===== config.mk =====
export PLATFORM = sky130hd
export DESIGN_NAME = iop_gate
export DESIGN_NICKNAME = d
export VERILOG_FILES = /design/src/rtl/iop_pkg.sv /design/src/rtl/iop_gate.sv
export SDC_FILE = /design/constraint.sdc
export NUM_CORES = 1
export LEC_CHECK = 0
export ABC_AREA = 1
export BUFFER_PORTS_ARGS = -buffer_cell sky130_fd_sc_hd__clkbuf_2
export CAP_MARGIN = 30
export CORE_AREA = 2 2 39 41
export DETAILED_ROUTE_END_ITERATION = 8
export DIE_AREA = 0 0 41 43
export SLEW_MARGIN = 20
export SYNTH_ARGS = -nofsm -noshare
export SYNTH_HDL_FRONTEND = slang
export SYNTH_SLANG_ARGS = --single-unit

===== constraint.sdc =====
create_clock -name vclk -period 1
set_input_delay 0.05 -clock vclk [all_inputs]
set_output_delay 0.05 -clock vclk [all_outputs]
set_load 0.03 [all_outputs]

===== src/rtl/iop_pkg.sv =====
package iop_pkg;

    typedef enum logic [2:0] {
        ST_IDLE,
        ST_READ_OFS,
        ST_READ_MAP,
        ST_READ_MAP2,
        ST_DONE
    } iop_state_e;

    typedef enum logic [1:0] {
        PRE_ALLOW,
        PRE_FAULT,
        PRE_WALK
    } iop_pre_e;

    // Layout constants of the task segment
    localparam logic [11:0] BITMAP_PTR_DISP = 12'h066;
    localparam logic [11:0] TSS_MIN_LIMIT   = 12'h067;
    localparam logic [3:0]  TYPE_SEL_MASK   = 4'hD;
    localparam logic [3:0]  TYPE_SEL_MATCH  = 4'h9;

    function automatic logic [3:0] size_to_mask(input logic [1:0] sz);
        case (sz)
            2'd0:    return 4'b0001;
            2'd1:    return 4'b0011;
            default: return 4'b1111;
        endcase
    endfunction

    function automatic logic [3:0] size_to_width(input logic [1:0] sz);
        case (sz)
            2'd0:    return 4'd1;
            2'd1:    return 4'd2;
            default: return 4'd4;
        endcase
    endfunction

endpackage


===== src/rtl/iop_gate.sv =====
module iop_gate
    import iop_pkg::*;
#(
    parameter int ADDR_W = 32
) (
    input  logic              prot_en,
    input  logic              v86,
    input  logic [1:0]        cpl,
    input  logic [1:0]        iopl,
    input  logic [ADDR_W-1:0] limit,
    input  logic [3:0]        seg_type,
    output iop_pre_e          verdict
);

    logic priv_ok;
    logic desc_ok;

    assign priv_ok = !v86 && (cpl <= iopl);
    assign desc_ok = (limit >= ADDR_W'(TSS_MIN_LIMIT)) &&
                     ((seg_type & TYPE_SEL_MASK) == TYPE_SEL_MATCH);

    always_comb begin
        if (!prot_en || priv_ok) verdict = PRE_ALLOW;
        else if (!desc_ok)       verdict = PRE_FAULT;
        else                     verdict = PRE_WALK;
    end

endmodule


# Word-level counts from Yosys, hierarchy flattened
# Index checks and enable logic that the tools add are counted.
# op_classes
n_eq_ne,1
n_reduce_logical,5
muxes,2
order_cmp,2
# ops
operator,n
>= comparator 32 x 7 -> 1 bit (second input constant),1
2-to-1 mux 2 bit,2
== test 3 bit (second input constant),1
<= comparator 2 bit,1
logical AND 1 bit,2
zero test 1 bit,2
logical OR 1 bit,1
# word_totals
reg_bits,0
elab_cells,10
in_bits,42

# Depth between registers and ports, before layout
# Gate-level depths: netlist (run 1).
# depth
depth_word,4
mapped_depth,9
depth_no_buf,9

# Worst setup path after synthesis (run 1)
# No wires, ideal clock.
# synth_path
kind,input -> output
startpoint,input port iopl[1]
endpoint,output port verdict[1]
setup_slack_ns,-0.108
arrival_ns,1.058
path_stages,7
path_buffers,0
path_cell_list,inv_1 -> ha_1 -> inv_1 -> nor2_1 -> o21a_1 -> o21ai_1 -> nor2_1
# synth_between
elab_chain_cells,4
# synth_lines
item,line,rtl
start: declaration,iop_gate.sv:9,"input logic [1:0] iopl,"
<= comparator 2 bit,iop_gate.sv:18,assign priv_ok = !v86 && (cpl <= iopl);
logical AND 1 bit,iop_gate.sv:18,
logical OR 1 bit,iop_gate.sv:23,if (!prot_en || priv_ok) verdict = PRE_ALLOW;
2-to-1 mux 2 bit,iop_gate.sv:23,
end: declaration,iop_gate.sv:12,output iop_pre_e verdict
# No other way between the ends.

# Worst setup path in the final report (run 1)
# layout_path
startpoint,input port iopl[1]
endpoint,output port verdict[0]
# Same word-level chain as after synthesis.

==> results of run 1 <==
==> through the flow <==
| step | std cells | instance area [µm²] | setup TNS, ns | worst slack (ns) |
|---|---|---|---|---|
| floorplan | 49 | 233 | 0 | 0.00248 |
| global placement | 108 | 468 | -0.307 | -0.160 |
| detailed placement | 108 | 468 | -0.383 | -0.201 |
| CTS | 108 | 510 | -0.142 | -0.0719 |
| global route | 108 | 523 | -0.236 | -0.123 |
| finish | 108 | 523 | -0.123 | -0.0655 |
==> layout make-up <==
cell class	instances	area, µm²	area share
Multi-Input combinational cell	41	221	0.423
Tap cell	16	20.0	0.0383
Inverter	8	32.5	0.0622
Timing Repair Buffer	43	249	0.476
==> power by group through the flow <==
stage | clock [mW] | combinational [mW] | sequential, mW
6_report | 0 | 0.172 | 0
5_1_grt | 0 | 0.198 | 0
4_1_cts | 0 | 0.167 | 0
3_5_place_dp | 0 | 0.147 | 0
3_3_place_gp | 0 | 0.143 | 0
2_1_floorplan | 0 | 0.0593 | 0
==> layer usage <==
metal,vias to the layer above,GRT usage,wire (µm)
li1,236,-,-
met1,157,0.0886,234
met2,25,0.169,344
met3,0,0,98
met4,0,0,0
met5,-,0,0
==> cell families (layout without fill, tap and decap cells) <==
| logic type | after synthesis | in the layout | share of synthesized area |
|---|---|---|---|
| and+or+nand+nor | 36 | 36 | 0.668 |
| buffers and inverters | 8 | 51 | 0.130 |
| AOI/OAI and AO/OA | 3 | 3 | 0.0924 |
| adders and majority gates | 2 | 2 | 0.109 |
==> worst min-delay path by stage <==
stage	from	end	slack, ns
global route	prot_en	verdict[1]	0.46
CTS	prot_en	verdict[1]	0.45
detailed placement	prot_en	verdict[0]	0.52
global placement	prot_en	verdict[0]	0.51
floorplan	prot_en	verdict[0]	0.32
finish	prot_en	verdict[1]	0.44
==> cells in the mapped netlist (all sizes together) <==
master and count:
nand4 1, and3b 1, nor2 19, a21oi 1, o21ai 1, o21a 1
nand2 12, inv 8, ha 2, nand3 3
==> placed cells by master, fill, tap and decap left out <==
| cell type | instances |
|---|---|
| sky130_fd_sc_hd__and3b_1 | 1 |
| sky130_fd_sc_hd__nand2_1 | 11 |
| sky130_fd_sc_hd__nand2_2 | 1 |
| sky130_fd_sc_hd__ha_4 | 1 |
| sky130_fd_sc_hd__nand4_1 | 1 |
| sky130_fd_sc_hd__inv_4 | 1 |
| sky130_fd_sc_hd__o21a_1 | 1 |
| sky130_fd_sc_hd__o21ai_2 | 1 |
| sky130_fd_sc_hd__clkbuf_2 | 39 |
| sky130_fd_sc_hd__ha_1 | 1 |
| sky130_fd_sc_hd__buf_8 | 1 |
| sky130_fd_sc_hd__nand3_1 | 3 |
| sky130_fd_sc_hd__nor2_1 | 15 |
| sky130_fd_sc_hd__inv_2 | 3 |
| sky130_fd_sc_hd__buf_6 | 1 |
| sky130_fd_sc_hd__nor2_2 | 4 |
| sky130_fd_sc_hd__clkbuf_8 | 2 |
| sky130_fd_sc_hd__inv_1 | 4 |
| sky130_fd_sc_hd__a21oi_2 | 1 |
==> what timing repair did <==
item | CTS | global route
pin swaps | 2 | 4
gates resized for setup | 9 | 4
setup endpoints to repair | 2 | 2
==> worst min-delay path, cell delays in order <==
cell and delay [ns]:
sky130_fd_sc_hd__clkbuf_2 0.09, sky130_fd_sc_hd__o21ai_2 0.07, sky130_fd_sc_hd__nor2_2 0.04, sky130_fd_sc_hd__clkbuf_8 0.15
==> reports/qor_table.md, run 1 <==
| Result | Value |
|:---|:---|
| Outcome | complete, but fails checks |
| Failing checks | setup timing |
| Internal power consumption | 0.104 mW |
| Worst Setup End Kind | output pin |
| Class of the worst hold path | input pin to output pin |
| Synth top area cells | sky130_fd_sc_hd__nor2_1, sky130_fd_sc_hd__nand2_1, sky130_fd_sc_hd__ha_1 |
| Total track usage | 0.0819 |
| Worst setup path endpoint | verdict[0] |
| Net Count, Synth | 93 |
| Actual slew at the worst max-slew pin | 0.159 ns |
| Hold Slack | 0.443 ns |
| Number of detailed-routing iterations run before antenna repair | 1 |
| Worst-case headroom to the max-slew limit | 0.894 |
| Clock share of power | 0 |
| Routability congestion estimate from global placement | 0.607 |
| Post-CTS setup buffer count | 0 |
| Cell taking the most area after synthesis | sky130_fd_sc_hd__nor2_1 |
| Initial cell density of the core | 0.166 |
| FFs & Latches | 0 |
| Buffer and inverter count on the worst path | 4 |
| Input/output buffers | 43 |
| Critical path startpoint category | input pin |
| Pin count of the biggest net entering global routing | 3 |
| Gate power share | 1.000 |
| Number of warnings printed during yosys synthesis | 0 |
| Top achievable clock speed | 939 MHz |
| Via count of the first global-routing pass | 358 |
| Combined area of all synthesized cells | 230 µm² |
| Share of the clock period used by the worst path after layout | 1.07 |
| Power Total | 0.172 mW |
| Average routed wire per standard cell | 6.27 µm |
| Share of the synthesized area in the top cell type | 0.277 |
| Worst stage delay on the critical path | 0.25 ns |
| Final HPWL DP | 682 µm |
| Sw frac | 0.394 |
| Data arrival at the endpoint of the critical path | 1.02 ns |
| Sequential cell area fraction in the yosys report | 0 |
| Diode count | 0 |
| Area occupied by registers | 0 µm² |
| Area Overhead vs Synth | 127% |
| Slew Limit Fails | 0 |
| Proportion of layout cells with a drive suffix above 1 | 0.598 |
| Number of violations reported at the end of detailed-routing iteration 0 | 0 |
| Leakage power figure | 0.312 nW |
| Unrepaired setup endpoints after global routing | yes |
| Number of buffers inserted for hold repair after clock tree synthesis | 0 |
| Fin nets | 138 |
| CP Depth | 9 |
| Die outline width | 41 µm |
| Top Ports | 44 |
| Rows | 14 |
| Remaining antenna violation count | 0 |
| Max rail drop VDD | 0.0877 mV |
| Final Hold Violating Endpoints | 0 |
| Share of power burned in registers | 0 |
| Average via count per standard cell | 3.87 |
| Fillcell total | 166 |
| Count of unique library cells instantiated by Yosys | 13 |
| Worst-path cell with the longest stage delay | sky130_fd_sc_hd__ha_4 |
| Overflow after GRT | 0 |
| Kind of critical path | input pin to output pin |
| Depth of the worst hold-timing path | 4 |
| CP delay by family, top | compound AO/OA/AOI/OAI gates |
| Die extent in y | 43 µm |
| Count of clock-net buffers in the final layout | 0 |
| Launching element of the worst setup path | iopl[1] |
| Max Cap Viol | 0 |
| Wire length reported by the detailed router | 677 µm |
| Number of antenna violations at the first check in global routing | 0 |
| Finished Core Util | 0.378 |
| Die area | 1760 µm² |
| DRC viols | 0 |
| Total setup violations reported at the end of the flow | 2 |
| Total number of vias | 418 |
| Global-route wire length before repair | 1120 µm |
| Mapped Cells | 49 |
| Sw power | 0.0678 mW |
| Core area | 1380 µm² |
| Avg Synthesized Cell Area | 4.70 µm² |
| Data required time at the worst endpoint | 0.95 ns |
| Chain of cells forming the critical path | buf_6, inv_4, ha_4, inv_2, nor2_2, o21a_1, o21ai_2, a21oi_2, clkbuf_8 |
| Final Critical Period | 1.07 ns |
| PwrDens | 329 nW/µm² |
| Worst Slack Setup Final | -0.0655 ns |
| Maximum fanout along the worst path | 2 |
No activity file was read; power rests on OpenSTA's default activity.
==> inputs of run 2 (changes only) <==
--- a/config.mk
+++ b/config.mk
@@ -11,7 +11,7 @@
 export CORE_AREA = 2 2 39 41
 export DETAILED_ROUTE_END_ITERATION = 8
 export DIE_AREA = 0 0 41 43
-export SLEW_MARGIN = 20
+export SLEW_MARGIN = 5
 export SYNTH_ARGS = -nofsm -noshare
 export SYNTH_HDL_FRONTEND = slang
 export SYNTH_SLANG_ARGS = --single-unit
==> constraint.sdc (replaced) <==
create_clock -name vclk -period 0.9
set_input_delay 0.045 -clock vclk [all_inputs]
set_output_delay 0.045 -clock vclk [all_outputs]
set_load 0.03 [all_outputs]
==> reports/qor_table.md, run 2 (synthesized netlist as in run 1, its figures left out) <==
| Result | Value | Change |
|:---|:---|:---|
| Outcome | complete, but fails checks | unchanged |
| Failing checks | setup timing | unchanged |
| Number of violations reported at the end of detailed-routing iteration 0 | 1 | was 0 |
| Top achievable clock speed | 900 MHz |  |
| Class of the worst hold path | input pin to output pin | unchanged |
| Total placed cells including tap cells | 108 | unchanged |
| Share of the clock period used by the worst path after layout | 1.23 |  |
| Unrepaired setup endpoints after global routing | yes | unchanged |
| Data arrival at the endpoint of the critical path | 1.07 ns | was 1.02 ns |
| Final HPWL DP | 683 µm | was 682 µm |
| Met2 wirelength from detailed routing | 434 µm | was 344 µm |
| Count of clock-net buffers in the final layout | 0 | unchanged |
| Area Overhead vs Synth | 142% | was 127% |
| Diode count | 0 | unchanged |
| Die area | 1760 µm² | unchanged |
| Area occupied by registers | 0 µm² | unchanged |
| PwrDens | 381 nW/µm² | was 329 nW/µm² |
| Rows | 14 | unchanged |
| Die outline width | 41 µm | unchanged |
| Final Hold Violating Endpoints | 0 | unchanged |
| Slew Limit Fails | 0 | unchanged |
| Finished Layout Cells | 108 | unchanged |
| Leading cell types in the layout, fill and taps excluded | sky130_fd_sc_hd__clkbuf_2, sky130_fd_sc_hd__nor2_1, sky130_fd_sc_hd__nand2_1 | unchanged |
| Worst Slack Setup Final | -0.211 ns | was -0.0655 ns |
| Placement Setup Slack | -0.355 ns | was -0.201 ns |
| DP Area | 509 µm² | was 468 µm² |
| Number of antenna violations at the first check in global routing | 0 | unchanged |
| Fillcell total | 150 | was 166 |
| Worst Setup End Kind | output pin | unchanged |
| Fin nets | 138 | unchanged |
| Finished Core Util | 0.402 | was 0.378 |
| Total setup violations reported at the end of the flow | 2 | unchanged |
| Max rail drop VDD | 0.139 mV | was 0.0877 mV |
| Worst-case headroom to the max-slew limit | 0.875 | was 0.894 |
| Die extent in y | 43 µm | unchanged |
| Maximum fanout along the worst path | 2 | unchanged |
| Top Ports | 44 | unchanged |
| Final Critical Period | 1.11 ns |  |
| FFs & Latches | 0 | unchanged |
| Remaining antenna violation count | 0 | unchanged |
| Pin count of the biggest net entering global routing | 3 | unchanged |
| Overflow after GRT | 0 | unchanged |
| Leakage power figure | 0.322 nW | was 0.312 nW |
| Combined area of the multi-input logic cells | 239 µm² | was 221 µm² |
| Routability congestion estimate from global placement | 0.587 | was 0.607 |
| Average routed wire per standard cell | 7.09 µm | was 6.27 µm |
| Routed wl met3 | 84 µm | was 98 µm |
| Leading cell type in the layout, fill and taps excluded | sky130_fd_sc_hd__clkbuf_2 | unchanged |
| Total number of vias | 416 | was 418 |
| Max Cap Viol | 0 | unchanged |
| Core area | 1380 µm² | unchanged |
| Via count of the first global-routing pass | 369 | was 358 |
| M1 WL | 246 µm | was 234 µm |
| Number of detailed-routing iterations run before antenna repair | 2 | was 1 |
| Global-route wire length before repair | 1220 µm | was 1120 µm |
| Highest routed metal layer | met3 | unchanged |
| DRC viols | 0 | unchanged |
| Kind of critical path | input pin to output pin | unchanged |
| Initial cell density of the core | 0.166 | unchanged |
| Non-Filler Cell Area, Final | 557 µm² | was 523 µm² |
| Data required time at the worst endpoint | 0.85 ns | was 0.95 ns |
| Actual slew at the worst max-slew pin | 0.186 ns | was 0.159 ns |
| Proportion of layout cells with a drive suffix above 1 | 0.587 | was 0.598 |
| Wire length reported by the detailed router | 766 µm | was 677 µm |
| Critical path startpoint category | input pin | unchanged |
| Total track usage | 0.0929 | was 0.0819 |
| Average via count per standard cell | 3.85 | was 3.87 |
| Input/output buffers | 43 | unchanged |
==> run 2: critical path: stages <==
cell                        delay [ns]
sky130_fd_sc_hd__clkbuf_16        0.12
sky130_fd_sc_hd__inv_12           0.03
sky130_fd_sc_hd__ha_4             0.25
sky130_fd_sc_hd__inv_2            0.03
sky130_fd_sc_hd__nor2_1           0.07
sky130_fd_sc_hd__o21a_1           0.17
sky130_fd_sc_hd__o21ai_4          0.08
sky130_fd_sc_hd__a21oi_4          0.13
sky130_fd_sc_hd__buf_8            0.14
==> run 2: final timing paths <==
path  startpoint          to  slack (ns)  cells after the start
min      prot_en  verdict[0]        0.44                      4
max      iopl[1]  verdict[0]       -0.21                      9
==> run 2: area by class of cell <==
cell class / count / area share
repair buffers: 43 / 0.458
multi-input cells: 41 / 0.429
inverters: 8 / 0.0764
well taps: 16 / 0.0360
==> run 2: power breakdown <==
group | internal (mW) | switching (mW) | total (mW)
clock | 0 | 0 | 0
combinational | 0.124 | 0.0882 | 0.212
sequential | 0 | 0 | 0
==> run 2: repair_timing <==
item,in CTS,in global routing
resized for setup,8,2
setup buffers,0,0
setup endpoints to repair,2,2
hold buffers,0,0
pin swaps,4,2
==> run 2: per-stage QoR <==
| stage | TNS, ns | power [mW] | hold WS (ns) |
|---|---|---|---|
| floorplan | -0.0183 | 0.0838 | 0.256 |
| global placement | -0.673 | 0.183 | 0.484 |
| detailed placement | -0.701 | 0.187 | 0.484 |
| CTS | -0.402 | 0.210 | 0.452 |
| global route | -0.509 | 0.236 | 0.460 |
| finish | -0.421 | 0.212 | 0.443 |
==> run 2: per-layer routing <==
layer,vias to the layer above,GRT usage
met5,-,0
met4,0,0
met3,0,0
met2,21,0.206
met1,159,0.0854
li1,236,-
